`config.mk`:
```
export PLATFORM = sky130hd
export DESIGN_NAME = flit_framer
export DESIGN_NICKNAME = d
export VERILOG_FILES = /design/src/rtl/flitfrm_pkg.sv /design/src/rtl/flitfrm_class_dec.sv /design/src/rtl/flitfrm_seq.sv /design/src/rtl/flit_framer.sv
export SDC_FILE = /design/constraint.sdc
export NUM_CORES = 1
export LEC_CHECK = 0
export ABC_AREA = 0
export BUFFER_PORTS_ARGS = -buffer_cell sky130_fd_sc_hd__buf_2
export CAP_MARGIN = 0
export CELL_PAD_IN_SITES_DETAIL_PLACEMENT = 2
export CELL_PAD_IN_SITES_GLOBAL_PLACEMENT = 2
export CORE_MARGIN = 2
export CORE_UTILIZATION = 22
export CTS_CLUSTER_SIZE = 10
export DETAILED_ROUTE_END_ITERATION = 12
export PLACE_DENSITY_LB_ADDON = 0.1
export REMOVE_ABC_BUFFERS = 1
export SLEW_MARGIN = 20
export SYNTH_ARGS = -nofsm -noshare
export SYNTH_HDL_FRONTEND = slang
export SYNTH_HIERARCHICAL = 1
export SYNTH_SLANG_ARGS = --single-unit
```
`constraint.sdc`:
```
create_clock -name clk -period 1.7 [get_ports clk]
set_input_delay 0.17 -clock clk [delete_from_list [all_inputs] [get_ports clk]]
set_output_delay 0.17 -clock clk [all_outputs]
set_load 0.03 [all_outputs]
```
`src/rtl/flitfrm_pkg.sv`:
```
package flitfrm_pkg;
    typedef enum logic [2:0] {
        CLS_REQ   = 3'd0,
        CLS_FWD   = 3'd1,
        CLS_RDIO  = 3'd2,
        CLS_NBRSP = 3'd3,
        CLS_BLRSP = 3'd4,
        CLS_WRIO  = 3'd5,
        CLS_SPCL  = 3'd6,
        CLS_RSVD  = 3'd7
    } pkt_class_e;

    localparam int unsigned CLS_W     = 3;
    localparam int unsigned SHORT_HDR = 2;
    localparam int unsigned LONG_HDR  = 3;
endpackage

```
`src/rtl/flitfrm_class_dec.sv`:
```
module flitfrm_class_dec
    import flitfrm_pkg::*;
#(
    parameter int unsigned DATA_FLITS = 16,
    parameter int unsigned IDX_W      = 5
) (
    input  logic [CLS_W-1:0] cls_i,
    input  logic             var_i,
    output logic             legal_o,
    output logic [IDX_W-1:0] len_o,
    output logic [IDX_W-1:0] hdr_o
);
    localparam int unsigned LEN_SHORT_BLK = DATA_FLITS + SHORT_HDR;
    localparam int unsigned LEN_LONG_BLK  = DATA_FLITS + LONG_HDR;

    always_comb begin
        legal_o = 1'b1;
        len_o   = IDX_W'(3);
        hdr_o   = IDX_W'(3);
        case (pkt_class_e'(cls_i))
            CLS_REQ, CLS_FWD, CLS_RDIO: begin
                legal_o = !var_i;
            end
            CLS_NBRSP: begin
                len_o = var_i ? IDX_W'(3) : IDX_W'(2);
                hdr_o = len_o;
            end
            CLS_BLRSP: begin
                len_o = var_i ? IDX_W'(LEN_LONG_BLK) : IDX_W'(LEN_SHORT_BLK);
                hdr_o = var_i ? IDX_W'(LONG_HDR) : IDX_W'(SHORT_HDR);
            end
            CLS_WRIO: begin
                legal_o = !var_i;
                len_o   = IDX_W'(LEN_LONG_BLK);
                hdr_o   = IDX_W'(LONG_HDR);
            end
            CLS_SPCL: begin
                len_o = var_i ? IDX_W'(3) : IDX_W'(1);
                hdr_o = len_o;
            end
            default: begin
                legal_o = 1'b0;
            end
        endcase
    end
endmodule

```
`src/rtl/flitfrm_seq.sv`:
```
module flitfrm_seq
    import flitfrm_pkg::*;
#(
    parameter int unsigned IDX_W = 5
) (
    input  logic             clk,
    input  logic             rst_n,
    input  logic             in_valid,
    input  logic             out_ready,
    input  logic [CLS_W-1:0] hdr_cls,
    input  logic             dec_legal,
    input  logic [IDX_W-1:0] dec_len,
    input  logic [IDX_W-1:0] dec_hdr,
    output logic             out_valid,
    output logic [CLS_W-1:0] out_class,
    output logic [IDX_W-1:0] out_index,
    output logic             out_sop,
    output logic             out_hdr,
    output logic             out_eop,
    output logic             out_err
);
    typedef struct packed {
        logic             busy;
        logic [CLS_W-1:0] cls;
        logic [IDX_W-1:0] len;
        logic [IDX_W-1:0] hdr;
        logic [IDX_W-1:0] idx;
    } seq_t;

    seq_t st_d, st_q;
    logic fire;

    assign fire = in_valid && out_ready;

    always_comb begin
        st_d = st_q;
        if (!st_q.busy) begin
            out_class = hdr_cls;
            out_index = '0;
            out_sop   = dec_legal;
            out_hdr   = 1'b1;
            out_eop   = dec_legal && (dec_len == IDX_W'(1));
            out_valid = in_valid && dec_legal;
            out_err   = fire && !dec_legal;
            if (fire && dec_legal && (dec_len != IDX_W'(1))) begin
                st_d.busy = 1'b1;
                st_d.cls  = hdr_cls;
                st_d.len  = dec_len;
                st_d.hdr  = dec_hdr;
                st_d.idx  = IDX_W'(1);
            end
        end else begin
            out_class = st_q.cls;
            out_index = st_q.idx;
            out_sop   = 1'b0;
            out_hdr   = st_q.idx < st_q.hdr;
            out_eop   = st_q.idx == (st_q.len - IDX_W'(1));
            out_valid = in_valid;
            out_err   = 1'b0;
            if (fire) begin
                if (out_eop) begin
                    st_d.busy = 1'b0;
                    st_d.idx  = '0;
                end else begin
                    st_d.idx = st_q.idx + IDX_W'(1);
                end
            end
        end
    end

    always_ff @(posedge clk or negedge rst_n) begin
        if (!rst_n) begin
            st_q <= '0;
        end else begin
            st_q <= st_d;
        end
    end


    idx_in_range_chk: assert property (@(posedge clk) disable iff (!rst_n)
        st_q.busy |-> (st_q.idx < st_q.len) && (st_q.idx != '0));


    hold_on_stall_chk: assert property (@(posedge clk) disable iff (!rst_n)
        (st_q.busy && !fire) |=> ($stable(st_q.idx) && st_q.busy));


    eop_closes_chk: assert property (@(posedge clk) disable iff (!rst_n)
        (fire && out_eop && out_valid) |=> !st_q.busy);


    err_drops_chk: assert property (@(posedge clk) disable iff (!rst_n)
        out_err |-> (!out_valid && !st_q.busy));


    err_resync_chk: assert property (@(posedge clk) disable iff (!rst_n)
        out_err |=> !st_q.busy);
endmodule

```
`src/rtl/flit_framer.sv`:
```
module flit_framer
    import flitfrm_pkg::*;
#(
    parameter int unsigned PAY_W      = 32,
    parameter int unsigned CHK_W      = 7,
    parameter int unsigned DATA_FLITS = 16,
    localparam int unsigned FLIT_W    = PAY_W + CHK_W,
    localparam int unsigned IDX_W     = $clog2(DATA_FLITS + LONG_HDR + 1)
) (
    input  logic              clk,
    input  logic              rst_n,
    input  logic              in_valid,
    input  logic [FLIT_W-1:0] in_flit,
    output logic              in_ready,
    output logic              out_valid,
    input  logic              out_ready,
    output logic [PAY_W-1:0]  out_payload,
    output logic [CHK_W-1:0]  out_check,
    output logic [CLS_W-1:0]  out_class,
    output logic [IDX_W-1:0]  out_index,
    output logic              out_sop,
    output logic              out_hdr,
    output logic              out_eop,
    output logic              out_err
);
    logic             dec_legal;
    logic [IDX_W-1:0] dec_len;
    logic [IDX_W-1:0] dec_hdr;

    assign in_ready    = out_ready;
    assign out_payload = in_flit[PAY_W-1:0];
    assign out_check   = in_flit[FLIT_W-1:PAY_W];

    flitfrm_class_dec #(
        .DATA_FLITS(DATA_FLITS),
        .IDX_W     (IDX_W)
    ) dec_i (
        .cls_i  (in_flit[CLS_W-1:0]),
        .var_i  (in_flit[CLS_W]),
        .legal_o(dec_legal),
        .len_o  (dec_len),
        .hdr_o  (dec_hdr)
    );

    flitfrm_seq #(
        .IDX_W(IDX_W)
    ) seq_i (
        .clk      (clk),
        .rst_n    (rst_n),
        .in_valid (in_valid),
        .out_ready(out_ready),
        .hdr_cls  (in_flit[CLS_W-1:0]),
        .dec_legal(dec_legal),
        .dec_len  (dec_len),
        .dec_hdr  (dec_hdr),
        .out_valid(out_valid),
        .out_class(out_class),
        .out_index(out_index),
        .out_sop  (out_sop),
        .out_hdr  (out_hdr),
        .out_eop  (out_eop),
        .out_err  (out_err)
    );


    sop_is_header_chk: assert property (@(posedge clk) disable iff (!rst_n)
        (out_valid && out_sop) |-> (out_hdr && (out_index == '0)));


    ready_passthru_chk: assert property (@(posedge clk) disable iff (!rst_n)
        in_ready == out_ready);


    err_needs_valid_chk: assert property (@(posedge clk) disable iff (!rst_n)
        out_err |-> (in_valid && out_ready));
endmodule

```
# == After elaboration in Yosys (flattened, before gate mapping) ==
# Cells that the tools add are included.
# totals
in_bits,43
reg_bits,19
out_inout_bits,53
elab_cells,54
# classes
bitwise_logic,1
n_eq_ne,10
n_addsub,2
muxes,20
n_reduce_logical,15
order_cmp,1
# op_table
op,count
2-to-1 mux 5 bit,4
one-hot mux 5 bit (4 select lines),1
2-to-1 mux 19 bit,1
2-to-1 mux 1 bit,10
one-hot mux 5 bit (2 select lines),1
== test 3 bit (second input constant),3
== test 3 x 2 -> 1 bit (second input constant),2
logical AND 1 bit,6
adder 5 x 1 -> 5 bit (second input constant),1
== test 5 x 1 -> 1 bit (second input constant),1
== test 5 bit,1
less-than comparator 5 bit,1
inequality test 5 x 1 -> 1 bit (second input constant),1
subtractor 5 x 1 -> 5 bit (second input constant),1
AND reduction 2 bit,2
OR reduction 4 bit,1
== test 3 x 1 -> 1 bit (second input constant),1
logical NOT 3 bit,1
2-to-1 mux 3 bit,1
OR reduction 3 bit,1
logical NOT 1 bit,2
2-to-1 mux 2 bit,1
inequality test 2 bit (second input constant),1
one-hot mux 1 bit (2 select lines),1
other kinds (3),3

# == Logic depth before layout (Yosys ltp) ==
# logic_depth
ltp_word,7
mapped_depth,8
depth_no_buf,7

# == Cells and area by module ==
# The synthesis kept the hierarchy.
# by_module_without_submodules
module,instances,area_each_um2,seq_area_each_um2,cells_each
flitfrm_seq,1,1172.4,475.5,110
flit_framer,1,300.3,0.0,40
flitfrm_class_dec,1,123.9,0.0,16

# == Worst setup path after synthesis ==
# No wires, ideal clock.
# synth_path
path_kind,input -> register
from,input port in_flit[1]
to,register seq_i/st_q[12] in the netlist's numbering
t_required_ns,1.575
path_slack_ns,-0.364
path_buffers,2
setup_time_ns,0.125
cell_stages,7
t_arrival_ns,1.940
cell_sequence,mux2_2 > a22oi_1 > and2b_2 > or3b_1 > buf_2 > buf_6 > mux2_2
# synth_between
elab_chain_len,6
word_cells_on_any_way,15
cone_classes,eq/ne (7); mux (2); reduce/logical (6)
# synth_lines
item,line,text
from (decl),flit_framer.sv:13,"input logic [FLIT_W-1:0] in_flit,"
== test 3 x 1 -> 1 bit (tied with other cells),flitfrm_class_dec.sv:20,case (pkt_class_e'(cls_i))
OR reduction 4 bit (no line) / OR reduction 3 bit (equally long branches),--,
one-hot mux 1 bit (2 select lines) *,flitfrm_class_dec.sv:20,
named net dec_legal,flit_framer.sv:26,logic dec_legal;
logical AND 1 bit * (2 in series),flitfrm_seq.sv:45,if (fire && dec_legal && (dec_len != IDX_W'(1))) begin
AND reduction 2 bit (no line) *,--,
to (signal assigned),flitfrm_seq.sv:75,st_q <= st_d;
to (decl),flitfrm_seq.sv:30,"seq_t st_d, st_q;"
# Mark *: on every way through the listed nets, which the timed path passes. The rest lies on a longest branch.
# A chain may end at the register's enable or synchronous reset.

# == Final worst setup path ==
# layout_path
from,register seq_i/st_q[2] in the netlist's numbering
to,output port out_eop
# layout_between
elab_chain_len,2
# layout_lines
item,line,text
== test 5 bit,flitfrm_seq.sv:57,out_eop = st_q.idx == (st_q.len - IDX_W'(1));
2-to-1 mux 1 bit,flitfrm_seq.sv:37,if (!st_q.busy) begin
to (decl),flit_framer.sv:23,"output logic out_eop,"
# No other way between the ends.

==> impl_results.md <==
* Worst path max stage delay at approximately 440 ps
* FF+latch area at around 480 um^2
* Synth Register Bits at 19
* GRT Residual Overflow at 0
* FP Rows at 31
* Synth Cell Area at 0.00160 mm^2
* F_max at 0.498 GHz
* Mapped Avg Cell Area at roughly 9.6 um^2
* RePlAce Congestion at between 0.7 and 0.8
* Most common cell after layout, fill and taps aside: buf_4
* Slowest stage cell, crit path: dfrtp_2
* Worst-Skew Late Latency at 260 ps
* Worst-path clk slew at ~70 ps
* GRT Util Overall at 15.2%
* Seq pwr share at 27.0%
* R2R cell count at 7
* Setup ws final at -306 ps
* Final hold violation count at 0
* Initial antenna violation count at 0
* Post-layout minimum cycle time at about 2000 ps
* Port Buf Inserts at 25
* Post-DRT Antenna Nets at 0
* Crit end category: output port
* Maximum buffer depth of the clock tree at 2
* DRT Pass-1 Iters at 4
* Run status: finished with violations
* Root Buffer: clkbuf_8
* CTS Buf Count at 3
* Layout cells sized above 1 at between 50% and 60%
* Io pins at 96
* Largest delay share family, worst path: simple AND/OR/NAND/NOR gates
* CTS tree: built
* Core ar. at roughly 0.007 mm^2
* Post-Layout Cell Count at roughly 290
* Fin crit share at 118%
* NumNets Final at 238
* Synth area leader: dfrtp_1
* CP arrival at roughly 1800 ps
* Residual DRC at 0
* Hold depth at 3
* DR vias/cell at ~4.4
* Dpl hpwl at 4360 um
* Clock Sinks at 19
* CP startpoint kind: register
* Biggest regs: seq_i/st_q (19)
* Routed length per placed instance at 19.5 um
* Max Clock Skew at around 1.6 ps
* N_diodes at 0
* Crit path max fanout at 4
* Max-slew violation count at 0
* Net Sw Frac at 42.3%
* Area Growth Syn to Fin at 23.4%
* P_sw at between 1000 and 1500 uW
* Die area at 0.00795 mm^2
* Layout fillers at slightly above 800
* Final setup fails at 17
* Crit path required time at roughly 1500 ps
* Pwr Density at between 1500 and 2000 mW/mm^2
* CP Depth at 5
* Most frequent cells in the layout: buf_4, buf_2, dfrtp_1
* Setup Crit Path Kind: reg2out
* Initial Util at ~22%
* RSZ-0062 raised after global routing: true
* Crit path buf inv count at 1
* Synth top area share at 29.8%
* Area contributors post-synth: dfrtp_1, buf_4, mux2_2
* Chip Width at slightly below 90 um
* Synth Warn # at 6
* Max-Cap Viols at 0
* Multi-input gate area at between 800 and 900 um^2
* CP cell instances: nor2b_4 > or3_4 > a311oi_2 > a22o_1 > buf_6
* Synth async-reset ratio at 100%
* Post-synth EDFFs at 0
* Die extent in y at between 80 and 90 um
* Pre-CTS WS at -411 ps
* Via count at between 1000 and 1500
* Leakage at approximately 0.00091 uW
* Maximum VDD drop at 582 uV
* Power Internal at 1810 uW
* Detailed Route WL at 5590 um
* Max reg flops at 19
* Vias in the first global route at around 1400
* Logic pwr share at approximately 63%
* Iter 0 DRT Violations at 63
* Min-Delay Path Class: in2reg
* Failing checks: negative setup slack
* Largest net degree at the start of global routing at 20
* Synth Flop Type: dfrtp_1
* Placed cells at between 200 and 300
* H-tree depth reported by CTS at 1
* Netlist cell types at 40
* Post-Syn Instances at 166
* Sequential area share after synthesis at just under 30%
* First-pass GRT wire length at around 8700 um
* Largest Register: seq_i/st_q
* Clock power share at around a tenth
* Final Power at about 3100 uW
==> tightest hold or removal path, stage by stage <==
cell	delay, ps
buf_4	110
buf_4	110
mux2_2	130
==> Yosys cell counts, types with 3 or more instances <==
library cell and count:
buf_4 45, dfrtp_1 19, mux2_2 17, inv_1 8, ha_1 6, nand2_1 6, a21o_1 5, and2_1 5
nor2b_1 5, nand2b_1 4, o21ai_0 4, nand3_1 3, xnor2_1 3, xor2_1 3
==> stage by stage <==
stage                     instance area, um^2  util (%)  hold WS (ps)  setup TNS (ps)
after CTS                                1900      26.6           305           -1490
after floorplan                          1240         -          -126           -5290
after global routing                     1970      27.6           298           -2370
after detailed placement                 1720      24.2           165           -6380
after global placement                   1720      24.2           151           -5580
final                                    1970      27.6           287            -954
==> final timing paths <==
kind / start / end / slack, ps
hold / removal: in_flit[1] / seq_i/st_q[16]$_DFFE_PN0P_ / 290
max in group asynchronous: rst_n / seq_i/st_q[12]$_DFFE_PN0P_ / 950
setup reg to reg: seq_i/st_q[12]$_DFFE_PN0P_ / seq_i/st_q[3]$_DFFE_PN0P_ / -140
min in group asynchronous: rst_n / seq_i/st_q[2]$_DFFE_PN0P_ / 410
hold reg to reg: seq_i/st_q[15]$_DFFE_PN0P_ / seq_i/st_q[15]$_DFFE_PN0P_ / 510
setup / recovery: seq_i/st_q[2]$_DFFE_PN0P_ / out_eop / -310
==> power by group through the flow <==
stage          Sequential [uW]  Combinational (uW)  Clock, uW
2_1_floorplan              824                1000          0
3_3_place_gp               815                1640          0
3_5_place_dp               825                1700          0
4_1_cts                    832                1900        342
5_1_grt                    873                2170        362
6_report                   846                1960        325
==> logic make-up after synthesis <==
group / synth area share (%)
buf+inv: 25.0
mux: 12.0
fa+ha+maj: 4.70
flops: 29.8
xor+xnor: 3.29
compound gates: 9.72
simple gates: 15.3
other cells: 0.235
==> layout make-up <==
class | count | area share (%)
clock buffers | 4 | 2.29
multi-input cells | 94 | 42.8
well taps | 99 | 6.29
inverters | 8 | 1.52
flip-flops and latches | 19 | 24.3
repair buffers | 63 | 22.9
==> per-layer routing <==
layer | GRT usage [%] | vias up | wire length [um]
li1 | - | 556 | -
met1 | 20.0 | 624 | 2550
met2 | 21.4 | 75 | 2360
met3 | 8.31 | 4 | 642
met4 | 3.53 | 0 | 43
met5 | 4.55 | - | 0
==> timing repair <==
action / CTS / global route
endpoints found under the setup margin: 21 / 21
hold buffers: 1 / 0
gates resized for setup: 22 / 19
setup buffers: 6 / 1
hold endpoints to repair: 19 / 0
pin swaps: 9 / 8
Note: power is estimated with default switching activity, not from simulation.
